<file path="config.mk">
export PLATFORM = sky130hd
export DESIGN_NAME = dram_refresh_ctrl
export DESIGN_NICKNAME = d
export VERILOG_FILES = /design/src/rtl/dram_rfsh_pkg.sv /design/src/rtl/rfsh_prescaler.sv /design/src/rtl/rfsh_timer.sv /design/src/rtl/rfsh_sequencer.sv /design/src/rtl/dram_refresh_ctrl.sv
export SDC_FILE = /design/constraint.sdc
export NUM_CORES = 1
export LEC_CHECK = 0
export BUFFER_PORTS_ARGS = -buffer_cell sky130_fd_sc_hd__clkbuf_2
export CAP_MARGIN = 20
export CORE_UTILIZATION = 45
export DETAILED_ROUTE_END_ITERATION = 8
export GPL_TIMING_DRIVEN = 0
export SYNTH_ARGS = -nofsm -noshare
export SYNTH_HDL_FRONTEND = slang
export SYNTH_HIERARCHICAL = 1
export SYNTH_SLANG_ARGS = --single-unit
export TNS_END_PERCENT = 1
</file>
<file path="constraint.sdc">
create_clock -name clk -period 4.6 [get_ports clk]
set_input_delay 0.23 -clock clk [delete_from_list [all_inputs] [get_ports clk]]
set_output_delay 0.23 -clock clk [all_outputs]
set_load 0.03 [all_outputs]
</file>
<file path="src/rtl/dram_rfsh_pkg.sv">
package dram_rfsh_pkg;

  // Control register field positions decoded by the top level
  localparam int CTRL_RUN_BIT  = 7;
  localparam int CTRL_SELF_BIT = 4;

  typedef enum logic [2:0] {
    S_IDLE     = 3'd0,
    S_CAS      = 3'd1,
    S_RAS      = 3'd2,
    S_REL      = 3'd3,
    S_SELF_CAS = 3'd4,
    S_SELF     = 3'd5,
    S_EXIT     = 3'd6
  } rfsh_state_e;

endpackage

</file>
<file path="src/rtl/rfsh_prescaler.sv">
module rfsh_prescaler #(
  parameter int DIV = 32
) (
  input  logic clk,
  input  logic rst_n,
  input  logic clear,
  input  logic en,
  output logic tick
);
  localparam int PW = (DIV > 1) ? $clog2(DIV) : 1;
  localparam logic [PW-1:0] LAST = PW'(DIV - 1);

  logic [PW-1:0] pre_q, pre_d;

  assign tick = en && (pre_q == LAST);

  always_comb begin
    pre_d = pre_q;
    if (clear)     pre_d = '0;
    else if (tick) pre_d = '0;
    else if (en)   pre_d = pre_q + PW'(1);
  end

  always_ff @(posedge clk or negedge rst_n) begin
    if (!rst_n) pre_q <= '0;
    else        pre_q <= pre_d;
  end

  // a tick is a single-cycle event separated by DIV cycles
  a_r3_tick_single : assert property (@(posedge clk) disable iff (!rst_n)
    tick |=> !tick);

  // a cleared prescaler never ticks
  a_r2_clear_quiet : assert property (@(posedge clk) disable iff (!rst_n)
    clear |-> !tick);

endmodule

</file>
<file path="src/rtl/rfsh_timer.sv">
module rfsh_timer #(
  parameter int TMR_W = 8
) (
  input  logic             clk,
  input  logic             rst_n,
  input  logic             load,
  input  logic [TMR_W-1:0] load_val,
  input  logic             tick,
  output logic             expire
);
  logic [TMR_W-1:0] count_q, count_d;
  logic [TMR_W-1:0] reload_q, reload_d;
  logic             expire_q, expire_d;

  always_comb begin
    count_d  = count_q;
    reload_d = reload_q;
    expire_d = 1'b0;
    if (load) begin
      count_d  = load_val;
      reload_d = load_val;
    end else if (tick) begin
      if (count_q == '0) begin
        count_d = reload_q;
      end else begin
        count_d  = count_q - TMR_W'(1);
        expire_d = (count_q == TMR_W'(1));
      end
    end
  end

  always_ff @(posedge clk or negedge rst_n) begin
    if (!rst_n) begin
      count_q  <= '0;
      reload_q <= '0;
      expire_q <= 1'b0;
    end else begin
      count_q  <= count_d;
      reload_q <= reload_d;
      expire_q <= expire_d;
    end
  end

  assign expire = expire_q;

  // a wrap restores the stored reload value
  a_r4_wrap_reload : assert property (@(posedge clk) disable iff (!rst_n)
    (tick && !load && count_q == '0) |=> (count_q == $past(reload_q)));

  // without a tick or a load the count is frozen
  a_r7_count_frozen : assert property (@(posedge clk) disable iff (!rst_n)
    (!tick && !load) |=> $stable(count_q));

  // an expiry always leaves the counter at zero
  a_r4_expire_at_zero : assert property (@(posedge clk) disable iff (!rst_n)
    expire_q |-> (count_q == '0));

endmodule

</file>
<file path="src/rtl/rfsh_sequencer.sv">
module rfsh_sequencer
  import dram_rfsh_pkg::*;
#(
  parameter int CAS_LEAD = 1,
  parameter int RAS_CYC  = 4,
  parameter int PRE_CYC  = 2,
  parameter int EXIT_CYC = 8
) (
  input  logic clk,
  input  logic rst_n,
  input  logic expire,
  input  logic stop_mode,
  input  logic self_sel,
  input  logic arb_grant,
  output logic arb_req,
  output logic ras_n,
  output logic cas_n
);
  localparam int CNT_W = $clog2(CAS_LEAD + RAS_CYC + PRE_CYC + EXIT_CYC + 1);
  localparam logic [CNT_W-1:0] LD_CAS  = CNT_W'(CAS_LEAD - 1);
  localparam logic [CNT_W-1:0] LD_RAS  = CNT_W'(RAS_CYC - 1);
  localparam logic [CNT_W-1:0] LD_PRE  = CNT_W'(PRE_CYC - 1);
  localparam logic [CNT_W-1:0] LD_EXIT = CNT_W'(EXIT_CYC - 1);

  rfsh_state_e      state_q, state_d;
  logic [CNT_W-1:0] cnt_q, cnt_d;
  logic             pend_q, pend_d;
  logic             ras_q, ras_d;
  logic             cas_q, cas_d;
  logic             accept;
  logic             cnt_done;

  assign cnt_done = (cnt_q == '0);
  assign accept   = (state_q == S_IDLE) && !stop_mode && pend_q && arb_grant;

  always_comb begin
    state_d = state_q;
    cnt_d   = cnt_done ? cnt_q : cnt_q - CNT_W'(1);
    pend_d  = expire ? 1'b1 : (accept ? 1'b0 : pend_q);
    unique case (state_q)
      S_IDLE: begin
        cnt_d = cnt_q;
        if (stop_mode) begin
          if (self_sel) begin
            state_d = S_SELF_CAS;
            cnt_d   = LD_CAS;
          end
        end else if (accept) begin
          state_d = S_CAS;
          cnt_d   = LD_CAS;
        end
      end
      S_CAS: if (cnt_done) begin
        state_d = S_RAS;
        cnt_d   = LD_RAS;
      end
      S_RAS: if (cnt_done) begin
        state_d = S_REL;
        cnt_d   = LD_PRE;
      end
      S_REL: if (cnt_done) state_d = S_IDLE;
      S_SELF_CAS: if (cnt_done) state_d = S_SELF;
      S_SELF: begin
        cnt_d = cnt_q;
        if (!stop_mode) begin
          state_d = S_EXIT;
          cnt_d   = LD_EXIT;
        end
      end
      S_EXIT: if (cnt_done) state_d = S_IDLE;
      default: state_d = S_IDLE;
    endcase
    ras_d = !(state_d inside {S_RAS, S_SELF});
    cas_d = !(state_d inside {S_CAS, S_RAS, S_SELF_CAS, S_SELF});
  end

  always_ff @(posedge clk or negedge rst_n) begin
    if (!rst_n) begin
      state_q <= S_IDLE;
      cnt_q   <= '0;
      pend_q  <= 1'b0;
      ras_q   <= 1'b1;
      cas_q   <= 1'b1;
    end else begin
      state_q <= state_d;
      cnt_q   <= cnt_d;
      pend_q  <= pend_d;
      ras_q   <= ras_d;
      cas_q   <= cas_d;
    end
  end

  assign ras_n   = ras_q;
  assign cas_n   = cas_q;
  assign arb_req = ((state_q == S_IDLE) && pend_q && !stop_mode) ||
                   (state_q inside {S_CAS, S_RAS, S_REL});

  // row strobe only falls while the column strobe is already low
  a_r6_cas_first : assert property (@(posedge clk) disable iff (!rst_n)
    $fell(ras_n) |-> ($past(cas_n) == 1'b0));

  // both strobes are released in the same cycle
  a_r6_release_together : assert property (@(posedge clk) disable iff (!rst_n)
    $rose(ras_n) |-> cas_n);

  // a normal refresh cycle starts only on a grant
  a_r6_grant_needed : assert property (@(posedge clk) disable iff (!rst_n)
    (state_q == S_CAS && $past(state_q) == S_IDLE) |-> $past(arb_grant));

  // no arbitrated refresh is started while stopped
  a_r7_no_cbr_stopped : assert property (@(posedge clk) disable iff (!rst_n)
    (state_q == S_IDLE && stop_mode) |=> (state_q != S_CAS));

  // self-refresh is held while stop remains
  a_r8_self_hold : assert property (@(posedge clk) disable iff (!rst_n)
    (state_q == S_SELF && stop_mode) |=> (state_q == S_SELF && !ras_n && !cas_n));

  // the precharge gap after wake-up keeps the bus quiet
  a_r9_exit_quiet : assert property (@(posedge clk) disable iff (!rst_n)
    (state_q == S_EXIT) |-> (!arb_req && ras_n && cas_n));

endmodule

</file>
<file path="src/rtl/dram_refresh_ctrl.sv">
module dram_refresh_ctrl
  import dram_rfsh_pkg::*;
#(
  parameter int TMR_W    = 8,
  parameter int DIV      = 32,
  parameter int CAS_LEAD = 1,
  parameter int RAS_CYC  = 4,
  parameter int PRE_CYC  = 2,
  parameter int EXIT_CYC = 8
) (
  input  logic             clk,
  input  logic             rst_n,
  input  logic             ctrl_wr,
  input  logic [7:0]       ctrl_wdata,
  input  logic             reload_wr,
  input  logic [TMR_W-1:0] reload_wdata,
  input  logic             stop_mode,
  input  logic             arb_grant,
  output logic             arb_req,
  output logic             ras_n,
  output logic             cas_n
);
  logic run_q, run_d;
  logic self_q, self_d;
  logic tmr_en;
  logic tick;
  logic expire;

  always_comb begin
    run_d  = run_q;
    self_d = self_q;
    if (ctrl_wr) begin
      run_d  = ctrl_wdata[CTRL_RUN_BIT];
      self_d = ctrl_wdata[CTRL_SELF_BIT];
    end
  end

  always_ff @(posedge clk or negedge rst_n) begin
    if (!rst_n) begin
      run_q  <= 1'b0;
      self_q <= 1'b0;
    end else begin
      run_q  <= run_d;
      self_q <= self_d;
    end
  end

  assign tmr_en = run_q && !stop_mode;

  rfsh_prescaler #(.DIV(DIV)) u_prescaler (
    .clk   (clk),
    .rst_n (rst_n),
    .clear (!run_q),
    .en    (tmr_en),
    .tick  (tick)
  );

  rfsh_timer #(.TMR_W(TMR_W)) u_timer (
    .clk      (clk),
    .rst_n    (rst_n),
    .load     (reload_wr),
    .load_val (reload_wdata),
    .tick     (tick),
    .expire   (expire)
  );

  rfsh_sequencer #(
    .CAS_LEAD (CAS_LEAD),
    .RAS_CYC  (RAS_CYC),
    .PRE_CYC  (PRE_CYC),
    .EXIT_CYC (EXIT_CYC)
  ) u_sequencer (
    .clk       (clk),
    .rst_n     (rst_n),
    .expire    (expire),
    .stop_mode (stop_mode),
    .self_sel  (self_q),
    .arb_grant (arb_grant),
    .arb_req   (arb_req),
    .ras_n     (ras_n),
    .cas_n     (cas_n)
  );

  // the interval logic only advances while running and not stopped
  a_r2_no_tick_idle : assert property (@(posedge clk) disable iff (!rst_n)
    (!run_q || stop_mode) |-> !tick);

  // strobes are idle in the first cycle after reset
  a_r1_reset_idle : assert property (@(posedge clk)
    !rst_n |=> (ras_n && cas_n));

endmodule

</file>
Word-level counts from Yosys, hierarchy flattened
Cells that the tools add are included.
{"block": "classes", "n_addsub": 3, "eq_ne": 16, "muxes": 28, "n_reduce_logical": 21}
{"operator": "$mux 4", "count": 7}
{"operator": "$mux 3", "count": 8}
{"operator": "$mux 8", "count": 3}
{"operator": "$pmux 3 s6", "count": 1}
{"operator": "$pmux 4 s4", "count": 1}
{"operator": "$eq 3x3->1 const B", "count": 5}
{"operator": "$mux 5", "count": 3}
{"operator": "$eq 3x2->1 const B", "count": 3}
{"operator": "$eq 8x1->1 const B", "count": 1}
{"operator": "$logic_not 8->1", "count": 1}
{"operator": "$sub 8x1->8 const B", "count": 1}
{"operator": "$logic_and 1x1->1", "count": 7}
{"operator": "$eq 3x1->1 const B", "count": 2}
{"operator": "$reduce_bool 2->1", "count": 3}
{"operator": "$add 5x1->5 const B", "count": 1}
{"operator": "$eq 5x5->1 const B", "count": 1}
{"operator": "$mux 1", "count": 5}
{"operator": "$logic_not 4->1", "count": 1}
{"operator": "$reduce_bool 4->1", "count": 1}
{"operator": "$sub 4x1->4 const B", "count": 1}
{"operator": "$logic_not 1->1", "count": 3}
{"operator": "$logic_not 3->1", "count": 1}
{"operator": "$ne 3x1->1 const B", "count": 1}
{"operator": "$ne 3x2->1 const B", "count": 1}
{"operator": "other kinds (6)", "count": 6}
{"block": "totals", "regBits": 34, "inputBits": 22, "out_inout_bits": 3, "word_cells": 79}

Depth between registers and ports, before layout
Gate-level depths: netlist of the first run.
{"block": "logic_depth", "word_depth": 10, "mapped_depth": 8, "ltp_nobuf": 8}

Modules after synthesis
The synthesis of the first run kept the hierarchy.
{"module": "rfsh_timer", "instances": 1, "cells_per_inst": 88, "area_each_um2": 927.1, "seq_area_each_um2": 425.4}
{"module": "rfsh_sequencer", "instances": 1, "cells_per_inst": 73, "area_each_um2": 752.0, "seq_area_each_um2": 252.7}
{"module": "rfsh_prescaler", "instances": 1, "cells_per_inst": 27, "area_each_um2": 297.8, "seq_area_each_um2": 125.1}
{"module": "dram_refresh_ctrl", "instances": 1, "cells_per_inst": 6, "area_each_um2": 82.6, "seq_area_each_um2": 50.0}

Least setup slack after synthesis of the first run
Ideal clock, no wire load.
{"block": "synth_timing", "path_type": "reg-to-reg", "startpoint": "reg u_sequencer.cnt_q[0]", "endpoint": "reg u_sequencer.cnt_q[0]", "setup_ns": 0.064, "arrival_time_ns": 1.872, "t_required_ns": 4.536, "setup_slack_ns": 2.663, "path_stages_with_launch": 9, "path_buffers": 0, "period_less_slack_ns": 1.937, "path_cell_list": "dfrtp_1 > inv_1 > ha_1 > nor3b_4 > inv_2 > ha_1 > maj3_1 > a21oi_1 > mux2_2"}
{"block": "synth_between", "elab_chain_len": 4, "elab_cells_between_ends": 6, "cone_classes": "add/sub (1); mux (4); reduce/logical (1)"}
{"element": "start: declaration", "line_no": "rfsh_sequencer.sv:26", "rtl": "logic [CNT_W-1:0] cnt_q, cnt_d;"}
{"element": "start signal: assignment", "line_no": "rfsh_sequencer.sv:86", "rtl": "cnt_q <= cnt_d;"}
{"element": "$sub 4x1->4 or $logic_not 4->1 (tied branches)", "line_no": "rfsh_sequencer.sv:38, rfsh_sequencer.sv:33"}
{"element": "$mux 4", "line_no": "rfsh_sequencer.sv:38", "rtl": "cnt_d = cnt_done ? cnt_q : cnt_q - CNT_W'(1);"}
{"element": "$mux 4, on equally long branches", "line_no": "rfsh_sequencer.sv:57, rfsh_sequencer.sv:53"}
{"element": "$pmux 4 s4 *", "line_no": "rfsh_sequencer.sv:40", "rtl": "unique case (state_q)"}
Every way passes the cells marked *; elsewhere a longest branch is shown, timed or not.
A chain may end at the register's enable or synchronous reset.

Worst setup path in the final report of the first run
Same ends and word-level chain as after synthesis.

==> flow_summary.toml, run 1 <==
[sta]
finalSetupTns_ps = 0
slew_headroom = 0.425
worst_slack_ps = 2420
rsz0062_at_grt = "false"
finalCriticalPeriod_ps = 2180
skew_ps = 5.66
tightestPinTransition_ps = 863
max_freq_mhz = 459
setup_viol = 0
hold_viol = 0
holdWs_ps = 53.1
post-route-period-util = 0.474
slew_violations = 0

[drt]
viasPerCell = 5.81
drt_iter0_drc = 59
drt_first_pass_iters = 4
drcViolationCount = 0
wl_per_cell_um = 14.8
final_antenna_net_count = 0
vias = 1579
wl_um = 4020

[pwr]
p_comb_frac = 0.405
clockPowerShare = 0.208
seqPwrFrac = 0.387
powerDensity_nw_per_um2 = 465
swShare = 0.366
leakage_nw = 1.02
switchingPower_w = 0.000392
p_int_w = 0.000680
ir_drop_mv = 0.219

[yosys]
syn_nets = 223
ys_ff_latch = 34
synth-edff-count = 0
synthCells = 194
synthArstFlopShare = 1.00
yosys.area.top_type = "dfrtp_1"
synth_top_area_frac = 0.389
yosysSeqAreaShare = 0.414
synthFlopType = "dfrtp_1"
ys_top_cells_by_area = "dfrtp_1 (39%), mux2_2 (6.0%), ha_1 (4.3%)"
synth.avg_cell_area_um2 = 10.6
yosys_warnings = 6
ys_types = 60
syn-cell-area_um2 = 2060

[global_routing]
grtUsageTotal = 0.177
antenna_found_initial = 0
grt_pass1_vias = 1507
grt_start_max_net_pins = 35
grt-ovfl-total = 0
grt_pass1_wl_um = 6830

[layout]
final_cell_count_no_fill = 272
diodes = 0
final_common_cell = "dfrtp_1"
syn2layout_area_growth_pct = 12.0
final_cell_mix = "dfrtp_1 (32), clkbuf_2 (18), inv_1 (12), o21ai_0 (12), mux2_2 (11)"
nets = 248
drive_gt1_frac = 0.264
num-fill-cells = 407

[place]
place_inst = 264
dpl_worst_slack_ps = 2430
hpwlAfterDp_um = 2910
port_buffers = 18
gp_congestion = 0.846

[clocking]
post_cts_buffers = 0
cts-root-buf = "clkbuf_8"
htreeDepth = 2
cts_tree = "yes"
cts_buffers = 5
cts_sinks = 34
clockBufferDepth = 2
clock_latency_ps = 280
cts-resized-gates = 0
ctsHoldBuffers = 0
path_clk_slew_ps = 70

[floorplanning]
die_w_um = 69.7
rows = 24
pin_count = 25
core-area_um2 = 4380
dieArea_um2 = 4850
start_util = 0.470
die_y_um = 69.7

[critical_path]
worst_ep_arrival_time_ps = 2400
path_class = "flip-flop to flip-flop"
worst_setup_path_start_kind = "flip-flop"
cp-end-kind = "flip-flop"
crit_required_ps = 4820
crit_fanout = 6

[outcome]
status = "completed"

[hold_path]
hp-class = "input pin to async pin"

[run]
cap_violations = 0
## per-layer routing
metal  global-route usage  vias up  routed length (um)
met4               0.0756        0                  56
met1                0.223      768                1840
met5                    0        -                   0
met3               0.0407        6                 180
li1                     -      761                   -
met2                0.291       44                1940
## synthesized netlist by cell type, drive strengths merged (3+ instances only)
cell,count
mux2,11
nand3b,4
o311ai,3
o31ai,3
inv,14
o21ai,15
nand3,5
xor2,5
nor3,6
nor2,9
or3,3
a21oi,7
dfrtp,32
nor2b,4
nand2,10
nand2b,3
nor3b,3
a22oi,4
mux2i,6
ha,7
buf,4
## worst paths after layout
| check | start | to | slack [ps] | depth (start not counted) |
|---|---|---|---|---|
| max in group asynchronous | rst_n | u_prescaler/pre_q[3] | 4010 | 1 |
| setup / recovery | u_sequencer/cnt_q[0] | u_sequencer/cnt_q[0] | 2420 | 8 |
| setup reg to reg | u_sequencer/cnt_q[0] | u_sequencer/cnt_q[0] | 2420 | 8 |
| min in group clk | reload_wdata[6] | u_timer/reload_q[6] | 180 | 3 |
| hold reg to reg | u_timer/expire | u_sequencer/pend_q | 430 | 1 |
| hold / removal | rst_n | u_sequencer/cnt_q[2] | 50 | 1 |
## cell families after synthesis
kind of cell,after synthesis,synth area share
buf+inv,20,0.0492
xor+xnor,6,0.0255
mux,17,0.0911
simple gates,63,0.215
compound gates,45,0.152
flops,34,0.414
fa+ha+maj,9,0.0529
## critical path: stages (launching register included)
cell and delay (ps):
dfrtp_1 410, inv_1 70, ha_1 190, nor3b_4 390, inv_2 150, ha_1 210, maj3_1 350, a21oi_1 170
mux2_2 170
## layout make-up
type	count	area (um^2)	area share
multi-input combinational	140	1100	0.479
sequential	34	853	0.370
timing repair buffer	18	90.1	0.0391
clock buffer	7	86.3	0.0374
tap	52	65.1	0.0282
inverter	14	52.6	0.0228
buffer	6	48.8	0.0212
clock inverter	1	5.00	0.00217
## through the flow
stage	util	power [W]	area, um^2
after floorplan	-	0.000764	2060
after global placement	0.505	0.000842	2210
after detailed placement	0.505	0.000854	2210
after CTS	0.526	0.00109	2310
after global routing	0.526	0.00115	2310
final	0.526	0.00107	2310
## power by group through the flow
stage / registers [W] / clock network (W) / logic [W]
after global placement: 0.000418 / 0 / 0.000424
after floorplan: 0.000424 / 0 / 0.000340
final: 0.000415 / 0.000223 / 0.000434
after CTS: 0.000415 / 0.000234 / 0.000436
after detailed placement: 0.000420 / 0 / 0.000434
after global routing: 0.000423 / 0.000247 / 0.000484
## state kept, by name, indices dropped and copies added, names as in the netlist
signal / cells
run_q: 1
self_q: 1
u_prescaler/pre_q: 5
u_sequencer/cas_n: 1
u_sequencer/cnt_q: 4
u_sequencer/pend_q: 1
u_sequencer/ras_n: 1
u_sequencer/state_q: 3
u_timer/count_q: 8
u_timer/expire: 1
u_timer/reload_q: 8
Power figures use the tool's default switching activity.
==> inputs of run 2 (changes only) <==
Clock period 4.6 ns to 2.25 ns, I/O delays scaled along.
==> run 2 against run 1 <==
Highest routed layer unchanged. Worst hold slack gained 5.0 ps. Critical endpoint unchanged. Global-route usage about the same. Via count fell by 0.19%. Utilization rose by 0.74 points. Critical path depth did not move. Sequential power grew 100%.
==> flow_summary.toml, run 2 (synthesis gave the netlist of run 1 again) <==
[global_routing]
grt-ovfl-total = 0
grt_start_max_net_pins = 35
grt_pass1_vias = 1510
use_met2 = 0.291
grt_util_met3 = 0.0407
grt_util_met1 = 0.224
grtUsageTotal = 0.177
antenna_found_initial = 0
top_usage_layer = "met2"
grt_pass1_wl_um = 6840

[critical_path]
path_class = "flip-flop to flip-flop"
crit_required_ps = 2470
r2r_start = "u_sequencer/cnt_q[0]"
reg2reg_setup_slack_ps = 160
worst_setup_path_start_kind = "flip-flop"
crit_fanout = 6
cp-end-kind = "flip-flop"
crit_path_cell_trace = "inv_1 > ha_1 > nor3b_4 > inv_2 > ha_1 > maj3_1 > a21oi_1 > mux2_2"
cpPeakStageDelay_ps = 410
cp-endpoint = "u_sequencer/cnt_q[0]"
cpMostUsedCell = "ha_1"
rr_worst_depth = 8
slowest_stage = "dfrtp_1"
r2r_end = "u_sequencer/cnt_q[0]"
critPathLaunch = "u_sequencer/cnt_q[0]"
worst_ep_arrival_time_ps = 2310

[place]
dpl_worst_slack_ps = 79.6
hpwlAfterDp_um = 2910
placed_cell_area_um2 = 2210
port_buffers = 18
gp_congestion = 0.846

[clocking]
cts_tree = "yes"
clock_latency_ps = 280
cts_sinks = 34
htreeDepth = 2
clockBufferDepth = 2
cts_buffers = 5
path_clk_slew_ps = 70
cts-root-buf = "clkbuf_8"

[sta]
post-route-period-util = 0.929
worst_slack_ps = 160
rsz0062_at_grt = "false"
skew_ps = 5.84
finalCriticalPeriod_ps = 2090
slew_violations = 0
finalSetupTns_ps = 0
max_freq_mhz = 478
setup_viol = 0
hold_viol = 0
tightestPinTransition_ps = 859
slew_headroom = 0.428
holdWs_ps = 58.1

[drt]
final_antenna_net_count = 0
wl_um = 4060
viasPerCell = 5.71
drcViolationCount = 0
vias = 1576
wl_per_cell_um = 14.7
drt_iter0_drc = 60
drt_first_pass_iters = 4

[pwr]
leakage_nw = 1.04
ir_drop_mv = 0.447
total_power_w = 0.00223
powerDensity_nw_per_um2 = 952

[layout]
stdcell_area_um2 = 2340
multi_input_area_um2 = 1100
final_common_cell = "dfrtp_1"
seqCellArea_um2 = 853
drive_gt1_frac = 0.272
num-fill-cells = 406
largest_registers = "u_timer/count_q: 8 flops, u_timer/reload_q: 8 flops, u_prescaler/pre_q: 5 flops"
syn2layout_area_growth_pct = 13.5
final_cell_mix = "dfrtp_1 (32), clkbuf_2 (18), inv_1 (12), o21ai_0 (12), mux2_2 (11)"
nets = 252
diodes = 0

[floorplanning]
rows = 24
start_util = 0.470
die_w_um = 69.7
dieArea_um2 = 4850
core-area_um2 = 4380
die_y_um = 69.7
pin_count = 25

[run]
cap_violations = 0

[hold_path]
hp-class = "input pin to flip-flop"

[outcome]
status = "completed"
==> run 2: changes by cell type in the layout (fill, tap and decap cells not counted), sizes merged <==
cell / previous run / this run
buf: 4 / 7
dlygate4sd3: 0 / 1
==> run 2: what timing repair did <==
item / in CTS / in global routing
hold buffers: 1 / 0
buffers inserted: 0 / 3
hold endpoints to repair: 32 / 0
resized for setup: 0 / 0
setup endpoints to repair: 0 / 1
==> run 2: layer usage <==
layer	share of wire	vias up
met4	0.014	0
met5	0	-
met2	0.48	35
met3	0.044	6
met1	0.46	770
li1	-	765
==> run 2: worst min-delay path by stage <==
stage,from,to,slack [ps],depth (start not counted)
global placement,rst_n,u_sequencer/cnt_q[2],270,1
CTS,ctrl_wdata[4],self_q,50,2
global route,reload_wdata[6],u_timer/reload_q[6],60,3
detailed placement,rst_n,u_sequencer/cnt_q[2],260,1
finish,reload_wdata[6],u_timer/reload_q[6],60,3
floorplan,rst_n,run_q,-180,0
==> run 2: report_power, final <==
| part | switching, W | internal [W] | total, W |
|---|---|---|---|
| clock | 0.000210 | 0.000247 | 0.000457 |
| sequential | 0.000113 | 0.000736 | 0.000850 |
| combinational | 0.000488 | 0.000431 | 0.000919 |
==> run 2: critical path: cells and delay by family, from the launching register on <==
family | cells | cell delay (ps)
AO/OA/AOI/OAI | 1 | 170
buffers and inverters | 2 | 210
multiplexers | 1 | 170
flip-flops | 1 | 410
AND/OR/NAND/NOR | 1 | 320
adder cells (fa/ha/maj) | 3 | 750
==> run 2: layout make-up <==
type	instances	share of cell area
multi-input combinational	140	0.472
sequential	34	0.365
timing repair buffer	22	0.0524
clock buffer	7	0.0369
tap	52	0.0278
inverter	14	0.0225
buffer	6	0.0209
clock inverter	1	0.00214
==> run 2: metrics by stage <==
step / cells / utilization
after detailed placement: 264 / 0.505
after floorplan: 194 / -
after global routing: 276 / 0.533
after global placement: 264 / 0.505
after CTS: 273 / 0.528
final: 276 / 0.533
